## src/rtl/irqgen_pkg.sv

```systemverilog
package irqgen_pkg;
    localparam int BIT_EN1  = 0;
    localparam int BIT_POL1 = 1;
    localparam int BIT_ST1  = 2;
    localparam int BIT_EN2  = 3;
    localparam int BIT_POL2 = 4;
    localparam int BIT_ST2  = 5;
    localparam int BIT_MEN  = 6;
    localparam int BIT_SW   = 7;
    localparam int NUM_SRC  = 2;

    typedef enum logic [0:0] {
        IRQ_IDLE   = 1'b0,
        IRQ_ACTIVE = 1'b1
    } irq_state_t;
endpackage

```

## src/rtl/irqgen_sync.sv

```systemverilog
module irqgen_sync #(
    parameter int WIDTH  = 2,
    parameter int STAGES = 2
) (
    input  logic             clk,
    input  logic             rst_n,
    input  logic [WIDTH-1:0] async_in,
    output logic [WIDTH-1:0] sync_out
);
    logic [WIDTH-1:0] pipe_q [STAGES];

    genvar s;
    generate
        for (s = 0; s < STAGES; s++) begin : g_stage
            always_ff @(posedge clk or negedge rst_n) begin
                if (!rst_n) begin
                    pipe_q[s] <= '0;
                end else if (s == 0) begin
                    pipe_q[s] <= async_in;
                end else begin
                    pipe_q[s] <= pipe_q[(s == 0) ? 0 : s-1];
                end
            end
        end
    endgenerate

    assign sync_out = pipe_q[STAGES-1];
endmodule

```

## src/rtl/irqgen_csr.sv

```systemverilog
module irqgen_csr
    import irqgen_pkg::*;
#(
    parameter int ADDR_W   = 4,
    parameter int DATA_W   = 32,
    parameter int CSR_ADDR = 0,
    localparam int BE_W    = DATA_W / 8
) (
    input  logic               clk,
    input  logic               rst_n,
    input  logic               wr_en,
    input  logic [ADDR_W-1:0]  addr,
    input  logic [DATA_W-1:0]  wdata,
    input  logic [BE_W-1:0]    be,
    input  logic [NUM_SRC-1:0] src_sync,
    output logic [DATA_W-1:0]  rdata,
    output logic               master,
    output logic               sw,
    output logic [NUM_SRC-1:0] en,
    output logic [NUM_SRC-1:0] pol,
    output logic [NUM_SRC-1:0] act
);
    logic       hit;
    logic       lane0_wr;
    logic [7:0] rd_byte;
    logic       unused_lanes;

    assign hit          = (addr == ADDR_W'(CSR_ADDR));
    assign lane0_wr     = wr_en && hit && be[0];
    assign unused_lanes = ^{wdata[DATA_W-1:8], be[BE_W-1:1], wdata[BIT_ST1], wdata[BIT_ST2]};

    always_ff @(posedge clk or negedge rst_n) begin
        if (!rst_n) begin
            master <= 1'b0;
            sw     <= 1'b0;
            en     <= '0;
            pol    <= '0;
        end else if (lane0_wr) begin
            master <= wdata[BIT_MEN];
            sw     <= wdata[BIT_SW];
            en     <= {wdata[BIT_EN2],  wdata[BIT_EN1]};
            pol    <= {wdata[BIT_POL2], wdata[BIT_POL1]};
        end
    end

    genvar i;
    generate
        for (i = 0; i < NUM_SRC; i++) begin : g_act
            assign act[i] = pol[i] ? src_sync[i] : ~src_sync[i];
        end
    endgenerate

    always_comb begin
        rd_byte           = '0;
        rd_byte[BIT_EN1]  = en[0];
        rd_byte[BIT_POL1] = pol[0];
        rd_byte[BIT_ST1]  = act[0];
        rd_byte[BIT_EN2]  = en[1];
        rd_byte[BIT_POL2] = pol[1];
        rd_byte[BIT_ST2]  = act[1];
        rd_byte[BIT_MEN]  = master;
        rd_byte[BIT_SW]   = sw;
        rdata = hit ? {{(DATA_W-8){1'b0}}, rd_byte} : '0;
    end
endmodule

```

## src/rtl/irqgen_fsm.sv

```systemverilog
module irqgen_fsm
    import irqgen_pkg::*;
(
    input  logic               clk,
    input  logic               rst_n,
    input  logic               master,
    input  logic               sw,
    input  logic [NUM_SRC-1:0] en,
    input  logic [NUM_SRC-1:0] act,
    output logic               irq_n
);
    irq_state_t state_q, state_d;
    logic       req;

    assign req = master & (sw | (|(en & act)));

    always_comb begin
        state_d = state_q;
        unique case (state_q)
            IRQ_IDLE:   state_d = req ? IRQ_ACTIVE : IRQ_IDLE;   // RAISE / WAIT
            IRQ_ACTIVE: state_d = req ? IRQ_ACTIVE : IRQ_IDLE;   // HOLD / DROP
            default:    state_d = IRQ_IDLE;
        endcase
    end

    always_ff @(posedge clk or negedge rst_n) begin
        if (!rst_n) state_q <= IRQ_IDLE;
        else        state_q <= state_d;
    end

    always_comb begin
        irq_n = (state_q != IRQ_ACTIVE);
    end
endmodule

```

## src/rtl/irqgen_top.sv

```systemverilog
module irqgen_top
    import irqgen_pkg::*;
#(
    parameter int ADDR_W      = 4,
    parameter int DATA_W      = 32,
    parameter int CSR_ADDR    = 0,
    parameter int SYNC_STAGES = 2,
    localparam int BE_W       = DATA_W / 8
) (
    input  logic               clk,
    input  logic               rst_n,
    input  logic               wr_en,
    input  logic [ADDR_W-1:0]  addr,
    input  logic [DATA_W-1:0]  wdata,
    input  logic [BE_W-1:0]    be,
    output logic [DATA_W-1:0]  rdata,
    input  logic [NUM_SRC-1:0] lint_in,
    output logic               irq_n
);
    logic [NUM_SRC-1:0] src_sync;
    logic               ctl_master;
    logic               ctl_sw;
    logic [NUM_SRC-1:0] ctl_en;
    logic [NUM_SRC-1:0] ctl_pol;
    logic [NUM_SRC-1:0] src_act;

    irqgen_sync #(.WIDTH(NUM_SRC), .STAGES(SYNC_STAGES)) u_sync (
        .clk      (clk),
        .rst_n    (rst_n),
        .async_in (lint_in),
        .sync_out (src_sync)
    );

    irqgen_csr #(.ADDR_W(ADDR_W), .DATA_W(DATA_W), .CSR_ADDR(CSR_ADDR)) u_csr (
        .clk      (clk),
        .rst_n    (rst_n),
        .wr_en    (wr_en),
        .addr     (addr),
        .wdata    (wdata),
        .be       (be),
        .src_sync (src_sync),
        .rdata    (rdata),
        .master   (ctl_master),
        .sw       (ctl_sw),
        .en       (ctl_en),
        .pol      (ctl_pol),
        .act      (src_act)
    );

    irqgen_fsm u_fsm (
        .clk    (clk),
        .rst_n  (rst_n),
        .master (ctl_master),
        .sw     (ctl_sw),
        .en     (ctl_en),
        .act    (src_act),
        .irq_n  (irq_n)
    );
endmodule

```

## config.mk

```make
export PLATFORM = sky130hd
export DESIGN_NAME = irqgen_top
export DESIGN_NICKNAME = d
export VERILOG_FILES = /design/src/rtl/irqgen_pkg.sv /design/src/rtl/irqgen_sync.sv /design/src/rtl/irqgen_csr.sv /design/src/rtl/irqgen_fsm.sv /design/src/rtl/irqgen_top.sv
export SDC_FILE = /design/constraint.sdc
export NUM_CORES = 1
export LEC_CHECK = 0
export ABC_CLOCK_PERIOD_IN_PS = 2550
export BUFFER_PORTS_ARGS = -buffer_cell sky130_fd_sc_hd__buf_2
export CELL_PAD_IN_SITES_DETAIL_PLACEMENT = 2
export CELL_PAD_IN_SITES_GLOBAL_PLACEMENT = 2
export CORE_AREA = 10 10 73 75
export CTS_BUF_LIST = sky130_fd_sc_hd__clkbuf_4
export DETAILED_ROUTE_END_ITERATION = 16
export DIE_AREA = 0 0 83 85
export PLACE_DENSITY = 0.85
export SLEW_MARGIN = 15
export SYNTH_ARGS = -nofsm -noshare
export SYNTH_HDL_FRONTEND = slang
export SYNTH_SLANG_ARGS = --single-unit
export TNS_END_PERCENT = 5
```

## constraint.sdc

```tcl
create_clock -name clk -period 2.55 [get_ports clk]
set_input_delay 0.1275 -clock clk [delete_from_list [all_inputs] [get_ports clk]]
set_output_delay 0.1275 -clock clk [all_outputs]
set_load 0.05 [all_outputs]
```

==> metrics <==
Hold Crit Depth=2; Peak Freq=approximately 0.69 GHz; worst hold path class=primary input to flop; worst vdd ir=between 0.1 and 0.15 mV; Port-buffer cells=24; Syn Std Cell Area=between 600 and 700 sq um; Max Cap Viol=0; clock-pin slew on the worst setup and hold paths=approximately 0.070 ns; syn_area_per_cell=between 10 and 15 sq um; RSZ-0062 raised after global routing=false; Post-Synth Adder-Cell Area=0%; part of the Yosys area used for sequential elements=40.2%; # H-tree levels=1; WL/cell=approximately 13 um; I/O pins=about 80; CP Max Fanout=3; xor and xnor area share after synthesis=2.56%; Die Wd=~83 um; vias in the first global route=approximately 540; Mapped Cells=slightly below 60; total number of vias=421; TNS Setup=0 ns; Starting Density=about 17%; root buf cell=clkbuf_4; mux share of post-synthesis cell area=a little over an eighth; DRT iter0 DRCs=9; DRC=0; Die Y=approximately 85 um; core box area=3910 sq um; Antenna Cells=0; largest family of logic cells by synthesized area=buffers and inverters; period utilization=56.8%; ANT nets after route=0; initial antenna violation count=0; reg2reg path depth=3; Tot GR Track Use=around 5.4%; Final Critical Period=~1.4 ns; Via density=between 3 and 4; fin nets=133; CP max stage cell=dfrtp_1; clk sinks=11; Die ar.=7060 sq um; outcome=finished, final reports clean; routability cong.=between 0.6 and 0.7; leakage=0.000437 uW; Final Non-Filler Cells=137; WS Path Type=flop to output port; largest net degree at the start of global routing=12; 1st-pass router iterations=3; cts repair resizes=0; TritonCTS Buffers=3; CTS Buffer Depth=2; WP data arrival=~1.3 ns; grt ovf=0; FF+latch count, synth=11; first-pass GRT wire length=between 2000 and 3000 um; Inst Count DP=130; CP Capture Type=output port; Crit path largest cell delay=0.41 ns; crit path launch type=flop; Final Hold Viols=0; commonest non-fill, non-tap cells in the layout=conb_1, buf_2, dfrtp_1, and2_2, mux2_4; aggregate routed wire length=between 1500 and 2000 um; compound-gate portion of the synthesized area=under 10%; Final Skew=0.00215 ns; layout cells sized above 1=49.4%; CTS tree=done; final setup fails=0; post-CTS setup buffer count=0; clock insertion delay at the later pin of the skew report=0.27 ns; fillcell total=472; Max Slew Vio Count=0; Synth Warn #=0; Power Dens Cells=approximately 620 nW/um^2; num rows=23; post-synthesis simple-gate area fraction=between 10% and 20%; Synth cell types=12; Layout area overhead=19.7%; CP cell instances=xnor2_1 > and2_2 > buf_2; Worst EP required=roughly 2.4 ns
[sequential cells by signal (all words and copies together), names as in the netlist]
signal and count:
u_sync.pipe_q 2, u_fsm.state_q 1, u_csr.master 1, u_csr.en 2, u_csr.pol 2, u_csr.sw 1
u_sync.sync_out 2
[metrics by stage]
| step | worst slack (ns) | total power [uW] | hold slack, ns | area [sq um] | utilization, % |
|---|---|---|---|---|---|
| floorplan | 1.33 | 386 | -0.168 | 771 | - |
| CTS | 1.07 | 520 | 0.0777 | 820 | 20.9 |
| global route | 1.01 | 546 | 0.0673 | 820 | 20.9 |
| detailed placement | 0.840 | 392 | 0.00906 | 762 | 19.5 |
| finish | 1.10 | 509 | 0.0887 | 820 | 20.9 |
| global placement | 0.928 | 385 | -0.00300 | 762 | 19.5 |
[synthesized netlist by cell type (all sizes together)]
| cell | instances | area share, % |
|---|---|---|
| mux2 | 6 | 13 |
| buf | 25 | 28 |
| nor4 | 1 | 3.1 |
| conb | 1 | 0.55 |
| dfrtp | 11 | 40 |
| a221oi | 1 | 1.3 |
| inv | 1 | 0.55 |
| and3 | 1 | 0.91 |
| xnor2 | 2 | 2.6 |
| and2 | 8 | 8.8 |
| nor2b | 1 | 0.91 |
[where the power goes]
| group | internal (uW) | switching [uW] |
|---|---|---|
| sequential | 199 | 17.9 |
| combinational | 50.7 | 123 |
| clock | 58.0 | 60.2 |
| total | 308 | 201 |
[path summary, 6_finish.rpt]
| path | endpoint | slack [ns] | startpoint |
|---|---|---|---|
| max in group asynchronous | u_csr.pol[1] | 2.09 | rst_n |
| worst max register to register | u_fsm.state_q | 1.51 | u_csr.pol[1] |
| worst min-delay path | u_csr.master | 0.09 | wdata[6] |
| worst min register to register | u_sync.sync_out[1] | 0.36 | u_sync.pipe_q[3] |
| worst max-delay path | rdata[5] | 1.10 | u_csr.pol[1] |
| min in group asynchronous | u_csr.master | 0.26 | rst_n |
[per-layer routing]
metal  up-vias  global-route usage (%)  routed length [um]
li1        193                       -                   -
met1       205                    4.68                 639
met2        23                    10.2                1010
met3         0                    2.87                 156
met4         0                    1.86                   0
met5         -                       0                   0
[area by class of cell]
cell class / count / area, sq um / area share (%)
Inverter: 1 / 3.75 / 0.458
Clock buffer: 3 / 22.5 / 2.75
Multi-Input combinational cell: 44 / 300 / 36.6
Clock inverter: 1 / 5.00 / 0.611
Sequential cell: 11 / 275 / 33.6
Tap cell: 50 / 62.6 / 7.63
Timing Repair Buffer: 27 / 150 / 18.3
[cells by family (layout without fill, tap and decap cells)]
group                  after synthesis  after routing
AND/OR/NAND/NOR                     11             11
buffers and inverters               26             32
AO/OA/AOI/OAI                        1              1
XOR/XNOR                             2              2
multiplexers                         6              6
other                                1             24
flip-flops                          11             11
[what timing repair did]
action                                 in CTS  in global routing
setup endpoints to repair                   0                  0
endpoints found under the hold margin      13                  0
hold buffers                                3                  0
[worst max-delay path: cells and delay by family, from the launching register on]
family	cells	cell delay (ns)
buf+inv	1	0.26
flops	1	0.41
simple gates	1	0.17
xor+xnor	1	0.21
(Power assumes the default switching activity.)
